[config.mk]
export PLATFORM = sky130hd
export DESIGN_NAME = countdown_irq_timer
export DESIGN_NICKNAME = d
export VERILOG_FILES = /design/src/rtl/ct_pkg.sv /design/src/rtl/ct_regs.sv /design/src/rtl/ct_prescaler.sv /design/src/rtl/ct_core.sv /design/src/rtl/countdown_irq_timer.sv
export SDC_FILE = /design/constraint.sdc
export NUM_CORES = 1
export LEC_CHECK = 0
export ABC_AREA = 1
export BUFFER_PORTS_ARGS = -buffer_cell sky130_fd_sc_hd__buf_4
export CORE_ASPECT_RATIO = 0.5
export CORE_MARGIN = 3
export CORE_UTILIZATION = 50
export CTS_CLUSTER_SIZE = 24
export DETAILED_ROUTE_END_ITERATION = 8
export PLACE_DENSITY = 0.73
export SYNTH_ARGS = -nofsm -noshare
export SYNTH_HDL_FRONTEND = slang
export SYNTH_SLANG_ARGS = --single-unit
export TNS_END_PERCENT = 50
[constraint.sdc]
create_clock -name clk -period 2.7 [get_ports clk]
set_input_delay 0.135 -clock clk [delete_from_list [all_inputs] [get_ports clk]]
set_output_delay 0.135 -clock clk [all_outputs]
set_load 0.03 [all_outputs]
[src/rtl/ct_pkg.sv]
package ct_pkg;

    localparam int ADDR_W   = 2;
    localparam int DIV_W    = 4;
    localparam int SHIFT_W  = 3;
    localparam int MODE_BIT = 17;
    localparam int MASK_BIT = 16;

    typedef enum logic [ADDR_W-1:0] {
        REG_DIV  = 2'd0,
        REG_CTRL = 2'd1,
        REG_INIT = 2'd2,
        REG_CUR  = 2'd3
    } reg_sel_e;

    // prescale shift from the scattered divide code {b3,b1,b0}, plus one, wrapping
    function automatic logic [SHIFT_W-1:0] div_shift(input logic [DIV_W-1:0] code);
        logic [SHIFT_W-1:0] v;
        v = {code[3], code[1], code[0]};
        return v + SHIFT_W'(1);
    endfunction

endpackage

[src/rtl/ct_regs.sv]
module ct_regs
    import ct_pkg::*;
#(
    parameter int DATA_W = 32,
    parameter int VEC_W  = 8
) (
    input  logic               clk,
    input  logic               rst_n,
    input  logic               wr_en,
    input  logic [ADDR_W-1:0]  addr,
    input  logic [DATA_W-1:0]  wdata,
    output logic [DIV_W-1:0]   div_code,
    output logic [SHIFT_W-1:0] shift,
    output logic               periodic,
    output logic               masked,
    output logic [VEC_W-1:0]   vector,
    output logic [DATA_W-1:0]  init_val,
    output logic               load
);

    typedef struct packed {
        logic [DIV_W-1:0]  div;
        logic              periodic;
        logic              masked;
        logic [VEC_W-1:0]  vec;
        logic [DATA_W-1:0] init;
    } regs_t;

    regs_t regs_d, regs_q;

    always_comb begin
        regs_d = regs_q;
        load   = 1'b0;
        if (wr_en) begin
            case (reg_sel_e'(addr))
                REG_DIV: begin
                    regs_d.div = {wdata[3], 1'b0, wdata[1:0]};
                end
                REG_CTRL: begin
                    regs_d.periodic = wdata[MODE_BIT];
                    regs_d.masked   = wdata[MASK_BIT];
                    regs_d.vec      = wdata[VEC_W-1:0];
                end
                REG_INIT: begin
                    regs_d.init = wdata;
                    load        = 1'b1;
                end
                default: begin
                end
            endcase
        end
    end

    always_ff @(posedge clk or negedge rst_n) begin
        if (!rst_n) begin
            regs_q.div      <= '0;
            regs_q.periodic <= 1'b0;
            regs_q.masked   <= 1'b1;
            regs_q.vec      <= '0;
            regs_q.init     <= '0;
        end else begin
            regs_q <= regs_d;
        end
    end

    assign div_code = regs_q.div;
    assign shift    = div_shift(regs_q.div);
    assign periodic = regs_q.periodic;
    assign masked   = regs_q.masked;
    assign vector   = regs_q.vec;
    assign init_val = regs_q.init;

endmodule

[src/rtl/ct_prescaler.sv]
module ct_prescaler
    import ct_pkg::*;
#(
    parameter int PSH_W = SHIFT_W
) (
    input  logic             clk,
    input  logic             rst_n,
    input  logic [PSH_W-1:0] shift,
    input  logic             restart,
    output logic             tick
);

    localparam int PRE_W = (1 << PSH_W) - 1;

    typedef struct packed {
        logic [PRE_W-1:0] cnt;
    } pre_t;

    pre_t pre_d, pre_q;
    logic [PRE_W:0]   span;
    logic [PRE_W:0]   span_m1;
    logic [PRE_W-1:0] limit;

    always_comb begin
        span    = (PRE_W+1)'(1) << shift;
        span_m1 = span - (PRE_W+1)'(1);
        limit   = span_m1[PRE_W-1:0];
        tick    = (pre_q.cnt >= limit);
        pre_d   = pre_q;
        if (restart || tick) begin
            pre_d.cnt = '0;
        end else begin
            pre_d.cnt = pre_q.cnt + PRE_W'(1);
        end
    end

    always_ff @(posedge clk or negedge rst_n) begin
        if (!rst_n) begin
            pre_q <= '0;
        end else begin
            pre_q <= pre_d;
        end
    end

endmodule

[src/rtl/ct_core.sv]
module ct_core #(
    parameter int CNT_W = 32,
    parameter int VEC_W = 8
) (
    input  logic             clk,
    input  logic             rst_n,
    input  logic             tick,
    input  logic             load,
    input  logic [CNT_W-1:0] load_val,
    input  logic [CNT_W-1:0] reload_val,
    input  logic             periodic,
    input  logic             masked,
    input  logic [VEC_W-1:0] vector,
    output logic [CNT_W-1:0] cur,
    output logic             irq_valid,
    output logic [VEC_W-1:0] irq_vector
);

    typedef struct packed {
        logic [CNT_W-1:0] cur;
        logic             armed;
        logic             irq;
        logic [VEC_W-1:0] vec;
    } core_t;

    core_t core_d, core_q;

    always_comb begin
        core_d     = core_q;
        core_d.irq = 1'b0;
        if (load) begin
            core_d.cur   = load_val;
            core_d.armed = (load_val != '0);
        end else if (tick) begin
            if (core_q.cur != '0) begin
                core_d.cur = core_q.cur - CNT_W'(1);
            end else if (core_q.armed) begin
                if (periodic) begin
                    core_d.cur = reload_val;
                end else begin
                    core_d.armed = 1'b0;
                end
                if (!masked) begin
                    core_d.irq = 1'b1;
                    core_d.vec = vector;
                end
            end
        end
    end

    always_ff @(posedge clk or negedge rst_n) begin
        if (!rst_n) begin
            core_q <= '0;
        end else begin
            core_q <= core_d;
        end
    end

    assign cur        = core_q.cur;
    assign irq_valid  = core_q.irq;
    assign irq_vector = core_q.vec;

endmodule

[src/rtl/countdown_irq_timer.sv]
module countdown_irq_timer
    import ct_pkg::*;
#(
    parameter int DATA_W = 32,
    parameter int VEC_W  = 8
) (
    input  logic              clk,
    input  logic              rst_n,
    input  logic              bus_wr,
    input  logic [ADDR_W-1:0] bus_addr,
    input  logic [DATA_W-1:0] bus_wdata,
    output logic [DATA_W-1:0] bus_rdata,
    output logic              irq_valid,
    output logic [VEC_W-1:0]  irq_vector
);

    logic [DIV_W-1:0]   div_code;
    logic [SHIFT_W-1:0] shift;
    logic               periodic;
    logic               masked;
    logic [VEC_W-1:0]   vector;
    logic [DATA_W-1:0]  init_val;
    logic               load;
    logic               tick;
    logic [DATA_W-1:0]  cur_count;

    ct_regs #(.DATA_W(DATA_W), .VEC_W(VEC_W)) u_regs (
        .clk      (clk),
        .rst_n    (rst_n),
        .wr_en    (bus_wr),
        .addr     (bus_addr),
        .wdata    (bus_wdata),
        .div_code (div_code),
        .shift    (shift),
        .periodic (periodic),
        .masked   (masked),
        .vector   (vector),
        .init_val (init_val),
        .load     (load)
    );

    ct_prescaler #(.PSH_W(SHIFT_W)) u_pre (
        .clk     (clk),
        .rst_n   (rst_n),
        .shift   (shift),
        .restart (load),
        .tick    (tick)
    );

    ct_core #(.CNT_W(DATA_W), .VEC_W(VEC_W)) u_core (
        .clk        (clk),
        .rst_n      (rst_n),
        .tick       (tick),
        .load       (load),
        .load_val   (bus_wdata),
        .reload_val (init_val),
        .periodic   (periodic),
        .masked     (masked),
        .vector     (vector),
        .cur        (cur_count),
        .irq_valid  (irq_valid),
        .irq_vector (irq_vector)
    );

    always_comb begin
        bus_rdata = '0;
        case (reg_sel_e'(bus_addr))
            REG_DIV:  bus_rdata[DIV_W-1:0] = div_code;
            REG_CTRL: begin
                bus_rdata[MODE_BIT]  = periodic;
                bus_rdata[MASK_BIT]  = masked;
                bus_rdata[VEC_W-1:0] = vector;
            end
            REG_INIT: bus_rdata = init_val;
            REG_CUR:  bus_rdata = cur_count;
            default:  bus_rdata = '0;
        endcase
    end

endmodule

==> results of run 1 <==
## stage by stage
step           utilization  setup WS [ns]  setup TNS [ns]  power (uW)
4_1_cts              0.619        -0.0106         -0.0303        8030
3_3_place_gp         0.585        -0.0693           -1.76        6440
3_5_place_dp         0.585         -0.244           -7.57        6520
5_1_grt              0.642         -0.156           -3.45        9180
2_1_floorplan            -         0.0521               0        5150
6_report             0.642        -0.0203         -0.0481        8570
## metal layers
metal  share of wire  track usage
met5               0            0
met4           0.011       0.0578
met1            0.47        0.444
met3           0.086       0.0609
met2            0.43        0.444
## kinds of logic after synthesis
logic type | share of synthesized area
XOR/XNOR | 0.0264
flip-flops | 0.374
buffers and inverters | 0.110
adder cells (fa/ha/maj) | 0.0219
multiplexers | 0.00179
AO/OA/AOI/OAI | 0.127
AND/OR/NAND/NOR | 0.339
## what timing repair did
| item | CTS | global route |
|---|---|---|
| endpoints found under the setup margin | 40 | 44 |
| hold buffers | 1 | 0 |
| gates cloned | 0 | 3 |
| gates resized for setup | 12 | 56 |
| hold endpoints to repair | 51 | 0 |
| pin swaps | 0 | 15 |
| setup buffers | 3 | 2 |
## cell type report
type | count | area, um2 | area share
tap | 165 | 206 | 0.0267
clock buffer | 9 | 225 | 0.0291
timing repair inverter | 1 | 11.3 | 0.00146
timing repair buffer | 114 | 960 | 0.124
sequential | 94 | 2360 | 0.305
clock inverter | 7 | 95.1 | 0.0123
inverter | 114 | 459 | 0.0594
multi-input combinational | 653 | 3420 | 0.442
## power groups by stage
stage	Sequential (uW)	Clock [uW]	Combinational (uW)
after floorplan	2080	0	3080
after global placement	2200	0	4230
after detailed placement	2220	0	4310
after CTS	2200	1410	4420
after global routing	2280	1480	5420
final	2230	1400	4930
## synthesized netlist by cell type, drive strengths merged
cell / number
nand3: 68
nor3b: 2
xnor2: 1
a21oi: 31
o41ai: 1
dfstp: 1
clkbuf: 14
o22ai: 20
nor2: 125
ha: 11
o2111ai: 3
inv: 113
dfrtp: 93
nand2: 259
o221ai: 7
o21a: 1
o21bai: 12
mux2: 1
nor3: 7
xor2: 18
nor4: 9
clkinv: 1
buf: 30
o21ai: 59
nand4: 18
## cells in the final DEF (no fill, tap or decap), types with 2 or more instances in the layout
master and n:
nand4_1 16, ha_1 9, dfrtp_2 2, a21oi_1 24, o21ai_1 5, dfrtp_1 91
nand3_2 2, bufinv_16 2, nor3_1 6, nor2_4 9, o21bai_1 12, nor3b_1 2
o221ai_1 7, xor2_1 18, o21ai_0 46, nor2_2 16, nor2_1 100, nand2_4 3
inv_1 109, nor4_1 9, ha_4 2, clkbuf_16 11, buf_4 105, nand3_1 65
buf_12 5, inv_6 2, nand2_1 235, o21ai_2 8, nand2_2 20, a21oi_2 7
o22ai_1 20, o2111ai_1 3, clkinv_2 2, inv_2 2
## registers in the layout (all words and copies together), names as in the netlist
register,cells
u_core.core_q,1
u_core.cur,32
u_pre.pre_q,7
u_core.irq_vector,8
u_regs.vector,8
u_regs.masked,1
u_core.irq_valid,1
u_regs.init_val,32
u_regs.periodic,1
u_regs.div_code,3
## worst paths after layout
path / start / cells after the start / slack (ns) / end
max: u_regs.div_code[1] / 16 / -0.02 / u_core.cur[27]
min: bus_wdata[12] / 3 / 0.03 / u_regs.init_val[12]
max reg2reg: u_regs.div_code[1] / 16 / -0.02 / u_core.cur[27]
min reg2reg: u_core.irq_vector[1] / 2 / 0.49 / u_core.irq_vector[1]
max in group asynchronous: rst_n / 3 / 1.50 / u_regs.vector[6]
min in group asynchronous: rst_n / 2 / 0.39 / u_regs.init_val[25]
## worst max-delay path, stage by stage, from the launching register on
cell      delay, ns
dfrtp_2        0.45
nor2_4         0.13
nand2_2        0.07
ha_4           0.17
buf_6          0.11
o41ai_2        0.21
inv_1          0.12
ha_4           0.25
a21oi_2        0.16
o21a_1         0.18
nand3_4        0.11
clkinv_4       0.07
nand2_4        0.06
nand2_8        0.20
buf_12         0.17
nor2_1         0.05
a21oi_1        0.14
==> run_results.csv, run 1 <==
group,metric,value,unit
yosys,synth-warning-count,0,
final_layout,drive_above_1_share,0.213,
power,peakVddDrop,557,uV
global_route,grt_pass1_vias,6360,
sta,setup_ws,-0.0203,ns
sta,finalClockSkew,0.00971,ns
run_status,outcome,"finished, violations left",
power,switching_power,4260,uW
sta,slew_headroom,0.500,
floorplan,start_util,0.522,
placement,io_buffers,77,
final_layout,fillCellCount,1125,
global_route,grt_remaining_overflow,0,
placement,place_area,7050,um2
sta,tightest_slew,0.749,ns
yosys,synthCells,905,
cts,clk_latency,0.35,ns
sta,finalSetupViolations,5,
yosys,synth_top_area_frac,0.370,
detailed_routing,drt-initial-drc-count,656,
final_layout,instances_no_fill,1157,
cts,cts_buffer_depth,2,
detailed_routing,vias,6498,
placement,gp_congestion,0.976,
sta,hold_ws,0.0330,ns
global_route,grt_max_degree,55,
power,combPwrFrac,0.576,
floorplan,die_height,85.4,um
hold_path,hp-class,"input port to flop",
critical_path,crit_fanout,8,
floorplan,row_count,28,
job,cap_violations,0,
yosys,netlist_area,6300,um2
yosys,synth_seq_area_share,0.374,
sta,period_share,1.01,
critical_path,arrival,2.99,ns
critical_path,start_kind,"flop",
detailed_routing,drcViolationCount,0,
power,clkPwrFrac,0.164,
sta,fmax,368,MHz
floorplan,core,12100,um2
yosys,yosys-top-cells-area,"dfrtp_1 37%, nand2_1 15%, inv_1 6.6%",
yosys,syn_nets,953,
placement,placed_cells,1132,
detailed_routing,dr.pass1.iters,7,
detailed_routing,routedWlPerCell,17.9,um
detailed_routing,drtAntennaViolNets,0,
sta,hold_viol,0,
run_status,violations,"negative setup slack",
global_route,grt_usage,0.296,
yosys,yosysTopAreaCell,"dfrtp_1",
final_layout,final_area,7730,um2
global_route,grt_pass1_wl,32.8,mm
power,p_leak,0.00396,uW
final_layout,synthToLayoutAreaGrowth,22.8,%
power,p_seq_frac,0.261,
yosys,syn_area_per_cell,6.96,um2
power,netSwitchingFraction,0.497,
cts,clock_sinks,94,
critical_path,critPathKind,"flop to flop",
critical_path,critical_path_required,2.97,ns
final_layout,nNetsFinal,1035,
detailed_routing,avgViaCountPerCell,5.62,
floorplan,die_width,165,um
critical_path,worstSetupEndpointType,"flop",
yosys,synth_cell_types,40,
yosys,synth-seq-cells,94,
cts,cts-root-buf,"clkbuf_16",
cts,clkSlewWorstSetupHoldPaths,0.07,ns
global_route,antenna_found_initial,0,
floorplan,die-area,14100,um2
cts,cts_tree,"done",
sta,slew_violations,0,
cts,cts_htree_levels,3,
detailed_routing,routed_wl,20.7,mm
power,p_per_area,1110,nW/um2
final_layout,diodes,0,
sta,rsz0062_at_grt,"true",
cts,numCtsBuffers,9,
floorplan,io_pins,78,
power,p_int,4320,uW
placement,hpwl,14.7,mm
sta,period_minus_slack,2.72,ns
Note: power is estimated with default switching activity, not from simulation.
==> run 2, diff against run 1 <==
--- a/config.mk
+++ b/config.mk
@@ -5,8 +5,7 @@
 export SDC_FILE = /design/constraint.sdc
 export NUM_CORES = 1
 export LEC_CHECK = 0
-export ABC_AREA = 1
-export BUFFER_PORTS_ARGS = -buffer_cell sky130_fd_sc_hd__buf_4
+export BUFFER_PORTS_ARGS = -buffer_cell sky130_fd_sc_hd__buf_2
 export CORE_ASPECT_RATIO = 0.5
 export CORE_MARGIN = 3
 export CORE_UTILIZATION = 50
==> run 2 against run 1 <==
Net effect: the run still ends with negative setup slack left; die area fell by 5.7%; largest cell class unchanged; highest routed layer unchanged; sequential share of layout area rose by 0.95 points; clock-buffer cell count stayed put; core utilization rose by 2.2 points; global-route usage decreased by 3.4 points.
==> run_results.csv, run 2 <==
group,metric,value,unit
floorplan,io_pins,78,
global_route,grt_pass1_wl,28.2,mm
critical_path,arrival,3.32,ns
yosys,synth_top_area_frac,0.393,
final_layout,fillCellCount,918,
run_status,outcome,"finished, violations left",
sta,slew_headroom,0.454,
yosys,yosys-top-cells-area,"dfrtp_1 39%, nand2_1 8.2%, mux2i_1 3.9%",
final_layout,final_util,0.664,
final_layout,drive_above_1_share,0.306,
final_layout,nNetsFinal,830,
global_route,antenna_found_initial,0,
yosys,synth_cell_types,61,
critical_path,critical_path_required,2.93,ns
run_status,violations,"negative setup slack",
cts,numCtsBuffers,9,
yosys,synth_edf_count,0,
sta,period_minus_slack,3.09,ns
hold_path,hp-class,"input port to flop",
critical_path,critPathKind,"flop to flop",
sta,rsz0062_at_grt,"true",
final_layout,final_common_cell,"nand2_1",
yosys,syn_nets,723,
final_layout,diodes,0,
detailed_routing,dr.pass1.iters,6,
yosys,synth-seq-cells,94,
sta,finalSetupViolations,40,
placement,io_buffers,77,
detailed_routing,drcViolationCount,0,
yosys,synthMostInstantiatedCell,"nand2_1",
power,p_per_area,960,nW/um2
detailed_routing,routedWlPerCell,19.4,um
job,cap_violations,0,
cts,clock_sinks,94,
cts,clkSlewWorstSetupHoldPaths,0.07,ns
sta,fmax,324,MHz
final_layout,layout_common_cells,"127 x nand2_1, 93 x dfrtp_1, 77 x buf_2",
cts,cts_htree_levels,3,
yosys,synth_common_cells,"130 x nand2_1, 93 x dfrtp_1, 52 x nor2_1, 40 x clkbuf_1, 32 x a21oi_1",
detailed_routing,routed_wl,18.4,mm
yosys,yosysTopAreaCell,"dfrtp_1",
placement,hpwl,12.0,mm
critical_path,crit_fanout,8,
detailed_routing,avgViaCountPerCell,6.09,
placement,place_area,6830,um2
sta,fin_setup_tns,-10.82,ns
sta,tightest_slew,0.817,ns
placement,gp_congestion,0.860,
sta,hold_ws,0.0190,ns
detailed_routing,vias,5764,
floorplan,core,11300,um2
floorplan,row_count,27,
cts,cts_tree,"done",
yosys,netlist_area,5920,um2
sta,period_share,1.14,
floorplan,die_height,82.9,um
final_layout,final_area,7490,um2
critical_path,start_kind,"flop",
sta,slew_violations,0,
sta,setup_ws,-0.385,ns
cts,cts_buffer_depth,2,
yosys,synth_seq_area_share,0.398,
placement,placed_cells,919,
yosys,synthArstFlopShare,1.00,
yosys,syn_area_per_cell,8.77,um2
global_route,grt_usage,0.261,
global_route,grt_pass1_vias,5262,
power,p_leak,0.00349,uW
sta,finalClockSkew,0.00839,ns
power,peakVddDrop,413,uV
yosys,synth_ff_type,"dfrtp_1",
global_route,grt_remaining_overflow,0,
cts,cts-root-buf,"clkbuf_16",
global_route,grt_max_degree,56,
final_layout,instances_no_fill,946,
cts,clk_latency,0.35,ns
floorplan,die-area,13300,um2
critical_path,worstSetupEndpointType,"flop",
final_layout,synthToLayoutAreaGrowth,26.5,%
detailed_routing,drt-initial-drc-count,671,
yosys,synth-warning-count,0,
yosys,synthCells,675,
floorplan,start_util,0.525,
floorplan,die_width,160,um
detailed_routing,drtAntennaViolNets,0,
sta,hold_viol,0,
run 2: routing by layer:
layer / up-vias / GRT usage / share of wire
met5: - / 0 / 0
met4: 0 / 0.0614 / 0.019
met2: 318 / 0.390 / 0.43
li1: 2622 / - / -
met3: 39 / 0.0548 / 0.098
met1: 2785 / 0.390 / 0.46
run 2: logic make-up after synthesis:
logic type | after synthesis | share of synthesized area
simple gates | 303 | 0.249
mux | 54 | 0.109
xor+xnor | 20 | 0.0296
flops | 94 | 0.398
fa+ha+maj | 11 | 0.0232
compound gates | 132 | 0.146
buf+inv | 61 | 0.0463
run 2: area by class of cell:
cell class / instances / area, um2 / area share
multi-input cells: 520 / 3500 / 0.467
flip-flops and latches: 94 / 2350 / 0.314
repair buffers: 152 / 1100 / 0.147
clock buffers: 9 / 225 / 0.0301
well taps: 159 / 199 / 0.0266
clock inverters: 7 / 98.8 / 0.0132
inverters: 5 / 18.8 / 0.00251
run 2: what timing repair did:
| action | in CTS | in global routing |
|---|---|---|
| hold endpoints to repair | 52 | 0 |
| hold buffers | 1 | 0 |
| resized for setup | 3 | 44 |
| cloned | 0 | 5 |
| pin swaps | 4 | 12 |
| endpoints found under the setup margin | 40 | 42 |
| buffers inserted | 2 | 5 |
run 2: power breakdown:
| group | switching [uW] | total [uW] | internal, uW | leakage (uW) |
|---|---|---|---|---|
| Clock | 583 | 1400 | 815 | 0.000156 |
| Combinational | 1940 | 3590 | 1640 | 0.00215 |
| Sequential | 418 | 2200 | 1790 | 0.00118 |
| Total | 2950 | 7190 | 4250 | 0.00349 |
run 2: through the flow:
stage	worst slack [ns]	total power [uW]
2_1_floorplan	-0.535	4120
3_3_place_gp	-0.347	5180
3_5_place_dp	-0.454	5260
4_1_cts	-0.370	6680
5_1_grt	-0.476	7560
6_report	-0.385	7190
run 2: final timing paths:
check / start / end / slack [ns] / cells after the start
worst max register to register: u_regs.div_code[3] / u_core.irq_vector[7] / -0.39 / 11
worst max-delay path: u_regs.div_code[3] / u_core.irq_vector[7] / -0.39 / 11
max in group asynchronous: rst_n / u_core.cur[29] / 1.59 / 3
worst min-delay path: bus_wdata[18] / u_regs.init_val[18] / 0.02 / 3
worst min register to register: u_pre.pre_q[0] / u_pre.pre_q[0] / 0.49 / 1
min in group asynchronous: rst_n / u_pre.pre_q[6] / 0.41 / 2
run 2: worst max-delay path, stage by stage, from the launching register on:
cell	delay, ns
dfrtp_1	0.38
or3_4	0.41
ha_4	0.19
nor2_1	0.09
a31oi_1	0.09
ha_1	0.36
nand2_2	0.09
o21ai_2	0.14
a21oi_2	0.06
or2_4	0.23
or4b_4	0.60
mux2_4	0.33
